**src/rtl/cs_pkg.sv**
```systemverilog
package cs_pkg;
  localparam int unsigned ADDR_W  = 32;
  localparam int unsigned CMP_LSB = 16;
  localparam int unsigned CMP_W   = ADDR_W - CMP_LSB;
  localparam int unsigned WS_W    = 4;

  typedef enum logic [1:0] {
    PS_32 = 2'b00,
    PS_8  = 2'b01,
    PS_16 = 2'b10
  } psize_e;

  typedef struct packed {
    logic             valid;
    logic [CMP_W-1:0] base;
    logic [CMP_W-1:0] mask;
    logic [WS_W-1:0]  ws;
    psize_e           ps;
  } win_cfg_t;
endpackage

```
**src/rtl/cs_win_match.sv**
```systemverilog
module cs_win_match
  import cs_pkg::*;
#(
  parameter int unsigned NUM_CS = 8
) (
  input  logic [CMP_W-1:0] addr_hi_i,
  input  win_cfg_t         cfg_i [NUM_CS],
  output logic [NUM_CS-1:0] hit_o
);
  for (genvar g = 0; g < NUM_CS; g++) begin : g_win
    assign hit_o[g] = cfg_i[g].valid &&
                      (((addr_hi_i ^ cfg_i[g].base) & ~cfg_i[g].mask) == '0);
  end
endmodule

```
**src/rtl/cs_prio_pick.sv**
```systemverilog
module cs_prio_pick #(
  parameter int unsigned NUM_CS = 8,
  localparam int unsigned IDX_W = $clog2(NUM_CS)
) (
  input  logic [NUM_CS-1:0] hit_i,
  output logic [NUM_CS-1:0] onehot_o,
  output logic [IDX_W-1:0]  idx_o,
  output logic              any_o
);
  // lowest set bit wins
  assign onehot_o = hit_i & (~hit_i + 1'b1);
  assign any_o    = |hit_i;

  always_comb begin
    idx_o = '0;
    for (int i = NUM_CS - 1; i >= 0; i--) begin
      if (hit_i[i]) idx_o = IDX_W'(i);
    end
  end
endmodule

```
**src/rtl/cs_wait_fsm.sv**
```systemverilog
module cs_wait_fsm
  import cs_pkg::*;
#(
  parameter int unsigned NUM_CS = 8
) (
  input  logic              clk_i,
  input  logic              rst_ni,
  input  logic              req_i,
  input  logic              hit_i,
  input  logic              ext_i,
  input  logic [NUM_CS-1:0] sel_i,
  input  logic [WS_W-1:0]   ws_i,
  input  psize_e            ps_i,
  output logic [NUM_CS-1:0] cs_no,
  output logic [1:0]        psize_o,
  output logic              ta_o,
  output logic              ext_own_o
);
  logic              busy_q;
  logic [WS_W-1:0]   cnt_q;
  logic [NUM_CS-1:0] sel_q;
  psize_e            ps_q;
  logic              ext_q;
  logic              start, done;

  assign start = !busy_q && req_i && hit_i;
  assign done  = busy_q && (cnt_q == '0);

  always_ff @(posedge clk_i or negedge rst_ni) begin
    if (!rst_ni) begin
      busy_q <= 1'b0;
      cnt_q  <= '0;
      sel_q  <= '0;
      ps_q   <= PS_32;
      ext_q  <= 1'b0;
    end else if (start) begin
      busy_q <= 1'b1;
      cnt_q  <= ws_i;
      sel_q  <= sel_i;
      ps_q   <= ps_i;
      ext_q  <= ext_i;
    end else if (done) begin
      busy_q <= 1'b0;
      sel_q  <= '0;
      ps_q   <= PS_32;
      ext_q  <= 1'b0;
    end else if (busy_q) begin
      cnt_q <= cnt_q - 1'b1;
    end
  end

  assign cs_no     = ~sel_q;
  assign psize_o   = ps_q;
  assign ta_o      = done;
  assign ext_own_o = ext_q;
endmodule

```
**src/rtl/cs_decoder.sv**
```systemverilog
module cs_decoder
  import cs_pkg::*;
#(
  parameter int unsigned NUM_CS = 8,
  localparam int unsigned IDX_W = $clog2(NUM_CS)
) (
  input  logic              clk_i,
  input  logic              rst_ni,
  input  logic              cfg_we_i,
  input  logic [IDX_W-1:0]  cfg_idx_i,
  input  logic              cfg_valid_i,
  input  logic [CMP_W-1:0]  cfg_base_i,
  input  logic [CMP_W-1:0]  cfg_mask_i,
  input  logic [WS_W-1:0]   cfg_ws_i,
  input  logic [1:0]        cfg_psize_i,
  input  logic              int_req_i,
  input  logic [ADDR_W-1:0] int_addr_i,
  input  logic              ext_req_i,
  input  logic [ADDR_W-1:0] ext_addr_i,
  output logic [NUM_CS-1:0] cs_no,
  output logic [1:0]        psize_o,
  output logic              ta_o,
  output logic              ext_own_o
);
  win_cfg_t          win_q [NUM_CS];
  logic              use_ext;
  logic [CMP_W-1:0]  addr_hi;
  logic [NUM_CS-1:0] hit, sel;
  logic [IDX_W-1:0]  sel_idx;
  logic              any_hit;

  for (genvar g = 0; g < NUM_CS; g++) begin : g_cfg
    always_ff @(posedge clk_i or negedge rst_ni) begin
      if (!rst_ni) begin
        win_q[g] <= '0;
      end else if (cfg_we_i && cfg_idx_i == IDX_W'(g)) begin
        win_q[g].valid <= cfg_valid_i;
        win_q[g].base  <= cfg_base_i;
        win_q[g].mask  <= cfg_mask_i;
        win_q[g].ws    <= cfg_ws_i;
        win_q[g].ps    <= psize_e'(cfg_psize_i);
      end
    end
  end

  // internal master has priority when idle
  assign use_ext = !int_req_i;
  assign addr_hi = use_ext ? ext_addr_i[ADDR_W-1:CMP_LSB]
                           : int_addr_i[ADDR_W-1:CMP_LSB];

  cs_win_match #(.NUM_CS(NUM_CS)) u_match (
    .addr_hi_i (addr_hi),
    .cfg_i     (win_q),
    .hit_o     (hit)
  );

  cs_prio_pick #(.NUM_CS(NUM_CS)) u_prio (
    .hit_i    (hit),
    .onehot_o (sel),
    .idx_o    (sel_idx),
    .any_o    (any_hit)
  );

  cs_wait_fsm #(.NUM_CS(NUM_CS)) u_fsm (
    .clk_i     (clk_i),
    .rst_ni    (rst_ni),
    .req_i     (int_req_i | ext_req_i),
    .hit_i     (any_hit),
    .ext_i     (use_ext),
    .sel_i     (sel),
    .ws_i      (win_q[sel_idx].ws),
    .ps_i      (win_q[sel_idx].ps),
    .cs_no     (cs_no),
    .psize_o   (psize_o),
    .ta_o      (ta_o),
    .ext_own_o (ext_own_o)
  );
endmodule

```
**config.mk**
```make
export PLATFORM = sky130hd
export DESIGN_NAME = cs_decoder
export DESIGN_NICKNAME = d
export VERILOG_FILES = /design/src/rtl/cs_pkg.sv /design/src/rtl/cs_win_match.sv /design/src/rtl/cs_prio_pick.sv /design/src/rtl/cs_wait_fsm.sv /design/src/rtl/cs_decoder.sv
export SDC_FILE = /design/constraint.sdc
export NUM_CORES = 1
export LEC_CHECK = 0
export BUFFER_PORTS_ARGS = -buffer_cell sky130_fd_sc_hd__buf_2
export CORE_MARGIN = 4
export CORE_UTILIZATION = 50
export CTS_BUF_LIST = sky130_fd_sc_hd__clkbuf_4 sky130_fd_sc_hd__clkbuf_8
export CTS_CLUSTER_DIAMETER = 120
export CTS_CLUSTER_SIZE = 16
export DETAILED_ROUTE_END_ITERATION = 8
export PLACE_DENSITY = 0.74
export SLEW_MARGIN = 20
export SYNTH_ARGS = -nofsm -noshare
export SYNTH_HDL_FRONTEND = slang
export SYNTH_HIERARCHICAL = 1
export SYNTH_SLANG_ARGS = --single-unit
```
**constraint.sdc**
```tcl
create_clock -name clk_i -period 6.35 [get_ports clk_i]
set_input_delay 1.5875 -clock clk_i [delete_from_list [all_inputs] [get_ports clk_i]]
set_output_delay 1.5875 -clock clk_i [all_outputs]
set_load 0.02 [all_outputs]
```
==> impl_metrics.prom <==
# TYPE chip_impl_metric gauge
chip_impl_info{name="top_layer",value="met4"} 1
chip_impl_metric{name="clock_input_transition_at_the_sequential_cells_of_the_worst_setup_and_hold_paths",unit="ps"} 100
chip_impl_info{name="first_element_of_the_critical_path",value="int_req_i"} 1
chip_impl_info{name="reg2reg_to",value="u_fsm/cnt_q[1]"} 1
chip_impl_metric{name="dieHeight",unit="um"} 181
chip_impl_metric{name="synth-edff-count",unit=""} 0
chip_impl_metric{name="hold_violations_final",unit=""} 0
chip_impl_info{name="timing.critical_path.to_type",value="flop"} 1
chip_impl_metric{name="maxSlewViolCount",unit=""} 0
chip_impl_metric{name="synthArstFlopShare",unit="%"} 100
chip_impl_metric{name="non_filler_cell_area_final",unit="sq mm"} 0.0161
chip_impl_info{name="outcome",value="finished clean"} 1
chip_impl_metric{name="worst_ep_required_time",unit="ps"} 6800
chip_impl_metric{name="cellLeakagePower",unit="nW"} 6.67
chip_impl_metric{name="slowest_delay",unit="ps"} 560
chip_impl_metric{name="totalWireLength",unit="mm"} 32.5
chip_impl_metric{name="overflow",unit=""} 0
chip_impl_metric{name="layout-drive-gt1-share",unit="%"} 39.2
chip_impl_info{name="worstSetupStartpointType",value="input port"} 1
chip_impl_metric{name="cts_hold_repair.buffers",unit=""} 0
chip_impl_info{name="critical-path-slowest-cell",value="sky130_fd_sc_hd__or4_1"} 1
chip_impl_metric{name="worst_path_fanout_max",unit=""} 18
chip_impl_metric{name="synth_warnings",unit=""} 6
chip_impl_metric{name="remaining_drc_errors",unit=""} 0
chip_impl_metric{name="area.growth.synth_to_final",unit="%"} 7.22
chip_impl_metric{name="ys_seq_elements",unit=""} 328
chip_impl_info{name="worst_setup_path_endpoint",value="u_fsm/cnt_q[1]"} 1
chip_impl_info{name="clock-root-buffer",value="sky130_fd_sc_hd__clkbuf_8"} 1
chip_impl_metric{name="setup.reg_to_reg.worst_slack",unit="ps"} 2540
chip_impl_metric{name="worst_ep_arrival_time",unit="ps"} 5710
chip_impl_metric{name="cts.repair_timing.setup_buffer_count",unit=""} 0
chip_impl_metric{name="sequential_area_share_after_synthesis",unit="%"} 54.8
chip_impl_metric{name="wl_met3",unit="mm"} 1.25
chip_impl_metric{name="m1WireLength",unit="mm"} 14.7
chip_impl_metric{name="cts_buffer_depth",unit=""} 3
chip_impl_metric{name="drv.max_cap_violation_count",unit=""} 0
chip_impl_info{name="category_of_the_most_critical_setup_path",value="in2reg"} 1
chip_impl_metric{name="worst_slew_pin_slew",unit="ps"} 637
chip_impl_metric{name="wl_met2",unit="mm"} 15.9
chip_impl_info{name="ys.flop_type",value="sky130_fd_sc_hd__dfrtp_1"} 1
chip_impl_metric{name="power_per_cell_area",unit="mW/mm^2"} 311
chip_impl_metric{name="die_x",unit="um"} 181
chip_impl_metric{name="routed-via-count",unit=""} 8534
chip_impl_metric{name="std_cell_rows",unit=""} 63
chip_impl_metric{name="final_weighted_congestion_of_routability_driven_global_placement",unit=""} 0.770
chip_impl_info{name="regToRegStartpoint",value="win_q[33]"} 1
chip_impl_metric{name="max-slew-margin-rel",unit="%"} 57.5
chip_impl_metric{name="die_area",unit="sq mm"} 0.0328
chip_impl_info{name="synth_top_area_cell",value="sky130_fd_sc_hd__dfrtp_1"} 1
chip_impl_metric{name="diodes",unit=""} 0
chip_impl_metric{name="initial_antenna_violation_count",unit=""} 0
chip_impl_metric{name="detail_route.iter0.violations",unit=""} 437
chip_impl_metric{name="finalSetupViolations",unit=""} 0
chip_impl_metric{name="grt_pass1_wl",unit="mm"} 50.6
chip_impl_metric{name="pin_count_of_the_biggest_net_entering_global_routing",unit=""} 132
chip_impl_metric{name="synth_area",unit="sq mm"} 0.0150
chip_impl_metric{name="worst_clock_skew",unit="ps"} 26.2
chip_impl_metric{name="postSynthCellCount",unit=""} 1042
chip_impl_metric{name="detailed_place.area",unit="sq mm"} 0.0157
chip_impl_metric{name="peakVddDrop",unit="mV"} 0.192
chip_impl_metric{name="distinct_cells_synth",unit=""} 45
chip_impl_info{name="worst_hold_path_type",value="reg2reg"} 1
chip_impl_metric{name="fp.coreArea",unit="sq mm"} 0.0296
chip_impl_metric{name="grt_pass1_vias",unit=""} 8781
chip_impl_metric{name="period_minus_slack",unit="ps"} 5260
chip_impl_metric{name="fmax",unit="GHz"} 0.190
chip_impl_metric{name="insertion_delay",unit="ps"} 580
chip_impl_metric{name="numPortBuffers",unit=""} 90
chip_impl_metric{name="via_to_cell_ratio",unit=""} 5.67
chip_impl_metric{name="synthesized_netlist_net_count",unit=""} 1155
chip_impl_info{name="grt_setup_unrepaired",value="false"} 1
chip_impl_metric{name="start_util",unit="%"} 50.7
chip_impl_metric{name="grtUsageTotal",unit="%"} 19.6
chip_impl_metric{name="design.portCount",unit=""} 123
chip_impl_metric{name="synth_largest_type_area_fraction",unit="%"} 54.8
chip_impl_metric{name="cts_sinks",unit=""} 328
chip_impl_metric{name="hpwl",unit="mm"} 21.2
chip_impl_metric{name="fin_nets",unit=""} 1229
chip_impl_metric{name="rr_worst_depth",unit=""} 12
chip_impl_metric{name="avgSynthCellArea",unit="sq um"} 14.4
chip_impl_metric{name="drt_pre_antenna_iters",unit=""} 4
chip_impl_metric{name="postRouteAntennaNets",unit=""} 0
chip_impl_info{name="worst_path_cell_chain",value="buf_2 -> buf_12 -> mux2_2 -> xnor2_1 -> o22ai_1 -> or4_1 -> nor4_2 -> nor2b_1 -> nor3_1 -> o21bai_2 -> buf_12 -> mux4_2 -> mux2_2 -> or3_2 -> o221a_2"} 1
chip_impl_metric{name="final.period_utilization",unit="%"} 82.9
chip_impl_metric{name="ctsResizeCount",unit=""} 0
chip_impl_metric{name="avgRoutedWirePerCell",unit="um"} 21.6
chip_impl_metric{name="tritoncts.num_buffers",unit=""} 24
chip_impl_metric{name="cts_max_level",unit=""} 1
chip_impl_info{name="post_synth_main_area_contributors",value="sky130_fd_sc_hd__dfrtp_1 55%, sky130_fd_sc_hd__mux2_2 21%, sky130_fd_sc_hd__xnor2_1 7.5%"} 1
chip_impl_info{name="cts_tree",value="yes"} 1
chip_impl_metric{name="setup_tns",unit="ps"} 0
worst min path at each step:
stage | start | end | slack, ps | cells past startpoint
finish | win_q[99] | win_q[99] | 510 | 1
global route | win_q[80] | win_q[80] | 520 | 1
CTS | win_q[99] | win_q[99] | 510 | 1
detailed placement | win_q[99] | win_q[99] | 490 | 1
global placement | u_fsm/ext_own_o | u_fsm/ext_own_o | 480 | 1
floorplan | u_fsm/sel_q[0] | u_fsm/sel_q[0] | 470 | 1
synth_stat cells, types with 3 or more instances:
library cell / count
sky130_fd_sc_hd__nor4_2: 4
sky130_fd_sc_hd__mux2_1: 60
sky130_fd_sc_hd__nand4b_1: 3
sky130_fd_sc_hd__inv_1: 13
sky130_fd_sc_hd__buf_6: 17
sky130_fd_sc_hd__and4_1: 4
sky130_fd_sc_hd__nor3b_1: 5
sky130_fd_sc_hd__and4bb_1: 3
sky130_fd_sc_hd__buf_2: 26
sky130_fd_sc_hd__or4_1: 4
sky130_fd_sc_hd__mux2_2: 275
sky130_fd_sc_hd__dfrtp_1: 328
sky130_fd_sc_hd__xnor2_1: 129
sky130_fd_sc_hd__nand2_1: 3
sky130_fd_sc_hd__or3_1: 4
sky130_fd_sc_hd__nor2_1: 27
sky130_fd_sc_hd__mux4_2: 12
sky130_fd_sc_hd__a21oi_1: 3
sky130_fd_sc_hd__o21ai_0: 11
sky130_fd_sc_hd__o22ai_1: 56
sky130_fd_sc_hd__nor3_1: 5
sky130_fd_sc_hd__a22o_1: 10
sky130_fd_sc_hd__buf_4: 12
critical path, delay by kind of cell:
kind	cells	cell delay (ps)
AOI/OAI and AO/OA	3	430
xor gates and xnor gates	1	260
buffers and inverters	3	470
muxes	3	1260
and+or+nand+nor	5	1680
placed cells by master (no fill, tap or decap), drive strengths merged, types with 12 or more instances in the layout:
master,instances
dfrtp,328
clkbuf,25
xnor2,129
inv,14
nor2,28
o22ai,56
mux2,335
mux4,12
buf,106
where the power goes:
group	switching [mW]	leakage, nW	total (mW)	internal (mW)
combinational	0.508	2.53	1.17	0.661
sequential	0.271	3.96	2.82	2.55
clock	0.643	0.184	0.999	0.357
total	1.42	6.67	4.99	3.56
final cells by class:
| cell class | count | area, sq um |
|---|---|---|
| Clock buffer | 25 | 344 |
| Clock inverter | 1 | 8.76 |
| Fill cell | 2474 | 13500 |
| Inverter | 13 | 48.8 |
| Multi-Input combinational cell | 643 | 6310 |
| Sequential cell | 328 | 8210 |
| Tap cell | 390 | 488 |
| Timing Repair Buffer | 106 | 651 |
kinds of logic (layout without fill, tap and decap cells):
| logic type | count (synthesis) | count (layout) | synth area share (%) |
|---|---|---|---|
| multiplexers | 347 | 347 | 27.0 |
| XOR/XNOR | 129 | 129 | 7.55 |
| buffers and inverters | 71 | 145 | 3.15 |
| flip-flops | 328 | 328 | 54.8 |
| AO/OA/AOI/OAI | 87 | 87 | 3.81 |
| AND/OR/NAND/NOR | 78 | 78 | 3.52 |
| adder cells (fa/ha/maj) | 2 | 2 | 0.167 |
registers in the layout, indices dropped and copies added, names as in the netlist:
| register | flops |
|---|---|
| u_fsm/psize_o | 2 |
| u_fsm/ext_own_o | 1 |
| u_fsm/busy_q | 1 |
| u_fsm/sel_q | 8 |
| u_fsm/cnt_q | 4 |
| win_q | 312 |
through the flow:
stage                     worst slack, ps  utilization (%)  power, mW  cells  hold slack (ps)
after floorplan                       564                -       3.68   1042              466
after global placement                549             53.0       3.98   1479              478
after detailed placement              545             53.0       4.04   1479              487
after CTS                            1130             54.2       5.03   1505              510
after global routing                  945             54.3       5.26   1506              519
final                                1090             54.3       4.99   1506              508
metal layers:
metal / global-route usage [%] / vias to the layer above
li1: - / 3858
met5: 0 / -
met4: 4.65 / 0
met2: 33.0 / 147
met1: 27.1 / 4475
met3: 2.82 / 54
Note: power is estimated with default switching activity, not from simulation.
